[config.mk]
export PLATFORM = sky130hd
export DESIGN_NAME = dev_power_slot
export DESIGN_NICKNAME = d
export VERILOG_FILES = /design/src/rtl/slotchk_pkg.sv /design/src/rtl/dev_power_slot.sv
export SDC_FILE = /design/constraint.sdc
export NUM_CORES = 1
export LEC_CHECK = 0
export BUFFER_PORTS_ARGS = -buffer_cell sky130_fd_sc_hd__buf_2
export CORE_AREA = 2 2 39 41
export CTS_CLUSTER_DIAMETER = 80
export DETAILED_ROUTE_END_ITERATION = 8
export DIE_AREA = 0 0 41 43
export GPL_TIMING_DRIVEN = 0
export MAX_ROUTING_LAYER = met4
export PLACE_DENSITY = 0.62
export SYNTH_ARGS = -nofsm -noshare
export SYNTH_HDL_FRONTEND = slang
export SYNTH_SLANG_ARGS = --single-unit
[constraint.sdc]
create_clock -name clk -period 2.5 [get_ports clk]
set_clock_uncertainty 0.2 [all_clocks]
set_input_delay 0.75 -clock clk [delete_from_list [all_inputs] [get_ports clk]]
set_output_delay 0.75 -clock clk [all_outputs]
set_load 0.05 [all_outputs]
[src/rtl/slotchk_pkg.sv]
// Shared encodings for the packet slot restriction checker.
// Assumes: row operation field is 2 bits, violation code is 3 bits.
package slotchk_pkg;

    typedef enum logic [1:0] {
        OP_OTHER = 2'd0,
        OP_RELAX = 2'd1,
        OP_NAP   = 2'd2,
        OP_PDN   = 2'd3
    } row_op_e;

    typedef enum logic [2:0] {
        VC_NONE   = 3'd0,
        VC_COLWIN = 3'd1,
        VC_RESTR  = 3'd2,
        VC_QUIET  = 3'd3
    } viol_code_e;

    typedef enum logic [1:0] {
        PS_AWAKE = 2'd0,
        PS_RESTR = 2'd1,
        PS_SLEEP = 2'd2
    } pwr_state_e;

endpackage

[src/rtl/dev_power_slot.sv]
// Per-device nap/powerdown tracker.
// Opens a restricted interval and a quiet interval when a nap or powerdown
// packet reaches the device while it is awake. The device counts as asleep
// when the restricted interval ends, and is awake again on a wake pulse.
// Assumes: RESTR_LEN >= 1, QUIET_LEN >= 1.
module dev_power_slot
    import slotchk_pkg::*;
#(
    parameter int RESTR_LEN = 6,
    parameter int QUIET_LEN = 4,
    parameter int DEV_W     = 2,
    parameter int IDX       = 0
) (
    input  logic             clk,
    input  logic             rst_n,
    input  logic             nap_req,
    input  logic [DEV_W-1:0] nap_dev,
    input  logic             wake_vld,
    input  logic [DEV_W-1:0] wake_dev,
    output logic             restr_act,
    output logic             quiet_act,
    output logic             asleep
);
    localparam int RC_W = $clog2(RESTR_LEN + 1);
    localparam int QC_W = $clog2(QUIET_LEN + 1);
    localparam logic [DEV_W-1:0] MY_ID = DEV_W'(IDX);

    pwr_state_e      st_q;
    logic [RC_W-1:0] rcnt_q;
    logic [QC_W-1:0] qcnt_q;
    logic            arm;
    logic            wake_me;

    // Arming and wake decode for this device.
    always_comb begin
        arm     = nap_req && (nap_dev == MY_ID) && (st_q == PS_AWAKE);
        wake_me = wake_vld && (wake_dev == MY_ID) && (st_q == PS_SLEEP);
    end

    // Power state and restricted countdown.
    always_ff @(posedge clk) begin
        if (!rst_n) begin
            st_q   <= PS_AWAKE;
            rcnt_q <= '0;
        end else if (arm) begin
            st_q   <= PS_RESTR;
            rcnt_q <= RC_W'(RESTR_LEN);
        end else if (st_q == PS_RESTR) begin
            rcnt_q <= rcnt_q - RC_W'(1);
            if (rcnt_q == RC_W'(1)) st_q <= PS_SLEEP;
        end else if (wake_me) begin
            st_q <= PS_AWAKE;
        end
    end

    // Quiet countdown for broadcast row packets.
    always_ff @(posedge clk) begin
        if (!rst_n)              qcnt_q <= '0;
        else if (arm)            qcnt_q <= QC_W'(QUIET_LEN);
        else if (qcnt_q != '0)   qcnt_q <= qcnt_q - QC_W'(1);
    end

    assign restr_act = (st_q == PS_RESTR);
    assign quiet_act = (qcnt_q != '0);
    assign asleep    = (st_q == PS_SLEEP);

endmodule

* After elaboration in Yosys (flattened, before gate mapping)
Cells that the tools add are included.
Cells by class: eq/ne operators 5, add/sub/neg operators 2, bitwise gates (word level) 1, reduce and logical (&&, ||, !) cells 15, muxes and demuxes 8
Operators by type and width (number):
- $mux 3 | 4
- $logic_not 2->1 | 3
- $mux 2 | 3
- $reduce_bool 2->1 | 3
- $reduce_bool 3->1 | 2
- $sub 3x1->3 const B | 2
- $logic_and 1x1->1 | 4
- $reduce_and 2->1 | 2
- $eq 3x1->1 const B | 1
- $ne 3x1->1 const B | 1
- $eq 2x1->1 const B | 1
- $eq 2x2->1 const B | 1
- $ne 2x1->1 const B | 1
- $reduce_or 2->1 | 1
- $mux 1 | 1
- $not 1->1 | 1
Word-level totals: output and inout port bits 3, word-level logic and storage cells 37, input port bits 8, bits in registers 8

* Longest topological paths before layout
depth in word-level cells 6, mapped depth 6, gate-level depth less buffers 6

* Least setup slack after synthesis
OpenSTA, ideal clock, no wires.
kind register -> output, start point register st_q[1], end point output asleep, arrival time 1.161 ns, cell stages (with the launch flop) 2, slack 0.389 ns, path buffers 0, cells stage by stage dfxtp_1 -> nor2b_1
On the way: word-level cells in the longest chain between the ends 1
Ends and longest elaborated chain:
- start, declared | line dev_power_slot.sv:28 | pwr_state_e st_q;
- start signal, assigned | line dev_power_slot.sv:43 | st_q <= PS_AWAKE;
- start signal, assigned | line dev_power_slot.sv:46 | st_q <= PS_RESTR;
- start signal, assigned | line dev_power_slot.sv:50 | if (rcnt_q == RC_W'(1)) st_q <= PS_SLEEP;
- $eq 2x2->1 | line dev_power_slot.sv:65 | assign asleep = (st_q == PS_SLEEP);
- end, declared | line dev_power_slot.sv:22 | output logic asleep
Every way passes these cells.

* Final worst setup path
start point register qcnt_q[0], end point output quiet_act
On the way: word-level cells in the longest chain between the ends 1
Ends and longest elaborated chain:
- start, declared | line dev_power_slot.sv:30 | logic [QC_W-1:0] qcnt_q;
- start signal, assigned | line dev_power_slot.sv:59 | else if (arm) qcnt_q <= QC_W'(QUIET_LEN);
- start signal, assigned | line dev_power_slot.sv:60 | else if (qcnt_q != '0) qcnt_q <= qcnt_q - QC_W'(1);
- $reduce_bool 3->1 | line dev_power_slot.sv:64 | assign quiet_act = (qcnt_q != '0);
- end, declared | line dev_power_slot.sv:21 | output logic quiet_act,
Every way passes these cells.

==> results.md <==
* Status: finished, final reports clean
* Root buffer cell: clkbuf_4
* Total global routing overflow at 0
* Total CTS buffers at 3
* GRT Util Overall at under 10%
* Vias per inst at roughly 4.4
* Post CTS Setup Buffer Count at 0
* Hold Crit Class: flip-flop to flip-flop
* Final number of hold-violating endpoints at 0
* Row count at 14
* DRT iter0 DRCs at 3
* CTS sink cnt at 8
* Worst Max-Slew Pin Slew at ~270 ps
* Die area at around 1800 um^2
* Post-cts repair resize count at 0
* Max VDD drop at 313.4 uV
* Final net count at 77
* Placer Congestion at approximately 0.73
* Dominant synthesized flop cell: dfxtp_1
* WL per Instance at between 8 and 9 um
* Fraction of registers with async set or reset after synthesis at 0%
* Data required time of the worst path at 1550 ps
* Initial core utilization at a little under a third
* Antenna Violating Nets Remaining at 0
* N_diodes at 0
* Final setup fails at 0
* Flop pwr share at 35.2%
* Vias in the first global route at approximately 300
* Netlist cell types at 18
* Relative slew margins at a little over 80%
* Pint at 285.0 uW
* Share of cells above drive strength 1 at a little over a quarter
* Port Buf Inserts at 10
* Clock latency on the worst-skew pair at 250 ps
* I/O pin count at 11
* EDFF count, synth at 0
* Residual DRC count at 0
* Combinational share of power at 43.8%
* Worst-path clk slew at 50 ps
* Worst setup SP type: flip-flop
* Most frequent cell after synthesis: inv_1
* Drt pass-1 iters at 4
* Leak at roughly 0.25 nW
* H-tree Lvls at 1
* CP max FO at 5
* Via Count at 340
* Yosys top cell area share at about 37%
* Synthesized Nets at between 60 and 70
* Setup TNS at 0 ps
* CTS Hold Bufs at 0
* #FFs+latches synth at 8
* Final period utilization at 94.02%
* Setup repair after global routing missed its margin: no
* Synth warn at 0
* PD cells at ~900 nW/um^2
* Worst-case reg-to-reg path depth at 5
* Die X at a little over 40 um
* Fin crit period at about 2400 ps
* First-pass GRT wire length at roughly 1100 um
* Synth Area per Inst at between 8 and 9 um^2
* Clk buf depth at 2
* Clock power share at a little over a fifth
* P&R area growth vs syn at 21.26%
* Largest net degree at the start of global routing at 8
* Power, Total at roughly 470 uW
* Crit end category: primary output
* Chip height at ~43 um
* Largest cells by area after synthesis: dfxtp_1 37%, ha_1 14%, inv_1 7.8%
* WHS Path Cells at 2
* Sw power at between 150 and 200 uW
* Total of max-cap violations at 0
* Gate Count Post-Synth at just under 50
* Switching Fraction at 39.50%
* WP data arrival at 1400 ps
* Final WL at about 690 um
* Critical path class: flip-flop to primary output
* Register area share after synthesis at around 37%
* Most frequent cells after synthesis: 9 x inv_1, 8 x dfxtp_1, 6 x nor2_1
* CTS tree: done
* Largest area contributor in the netlist: dfxtp_1
* Core Area at about 1400 um^2
* Synth Cell Area at between 400 and 500 um^2
* DP HPWL at 552.8 um
* Fmax at 425.5 MHz
* Pins Over Slew Limit at 0
* Initial antenna violation count at 0
## layout make-up
type | count | area, um^2
sequential | 8 | 160.2
clock buffer | 3 | 22.52
tap | 16 | 20.02
multi-input combinational | 32 | 241.5
timing repair buffer | 10 | 50.05
inverter | 9 | 33.78
fill | 146 | 855.8
## metal layers
metal	GRT usage [%]	vias up	wire, um
met2	13.44	6	312
met4	4.000	0	0
li1	-	184	-
met3	3.141	0	35
met5	-	-	0
met1	12.50	150	346
## sequential cells by signal (all words and copies together), names as in the netlist
name and flops:
qcnt_q 3, rcnt_q 3, st_q 2
## placed cells by master, fill, tap and decap left out
master	count
o31ai_1	1
clkbuf_4	3
nand3_1	1
a21oi_2	1
nor2_1	6
a31o_2	1
a21oi_1	5
mux2_4	1
inv_1	9
nand2b_1	1
nor2b_4	1
nor2b_1	2
xor2_1	2
ha_1	5
nand3b_1	1
o21ai_0	2
mux2i_1	1
dfxtp_1	8
buf_2	10
xnor2_1	1
## kinds of logic after synthesis
family                   Yosys count  synth area share (%)
AO/OA/AOI/OAI                     10                 13.79
XOR/XNOR                           3                 6.036
adder cells (fa/ha/maj)            5                 14.37
buffers and inverters              9                 7.758
flip-flops                         8                 36.78
multiplexers                       2                 5.746
AND/OR/NAND/NOR                   12                 15.52
## worst paths after layout
path	startpoint	end	slack, ps
setup / recovery	qcnt_q[0]$_SDFFE_PP0P_	quiet_act	150
hold / removal	qcnt_q[1]$_SDFFE_PP0P_	qcnt_q[1]$_SDFFE_PP0P_	300
setup reg to reg	qcnt_q[0]$_SDFFE_PP0P_	qcnt_q[2]$_SDFFE_PN0P_	1090
hold reg to reg	qcnt_q[1]$_SDFFE_PP0P_	qcnt_q[1]$_SDFFE_PP0P_	300
## through the flow
step | setup slack (ps) | std cells | util (%) | area [um^2] | hold slack [ps]
2_1_floorplan | 388.7 | 49 | - | 435.4 | 258.5
3_3_place_gp | 404.6 | 75 | 36.53 | 505.5 | 270.5
3_5_place_dp | 404.5 | 75 | 36.53 | 505.5 | 288.0
4_1_cts | 129.2 | 78 | 38.16 | 528.0 | 300.8
5_1_grt | 37.23 | 78 | 38.16 | 528.0 | 337.4
6_report | 149.6 | 78 | 38.16 | 528.0 | 297.9
## critical path: stages (launching register included)
cell and delay (ps):
dfxtp_1 330, inv_1 50, ha_1 200, ha_1 250, inv_1 70, buf_2 250
## power groups by stage
stage / registers (mW) / logic [mW] / clock network (mW)
6_report: 0.166 / 0.207 / 0.0987
5_1_grt: 0.170 / 0.240 / 0.105
4_1_cts: 0.166 / 0.210 / 0.102
3_5_place_dp: 0.169 / 0.209 / 0
3_3_place_gp: 0.168 / 0.208 / 0
2_1_floorplan: 0.166 / 0.174 / 0
(Power assumes the default switching activity.)
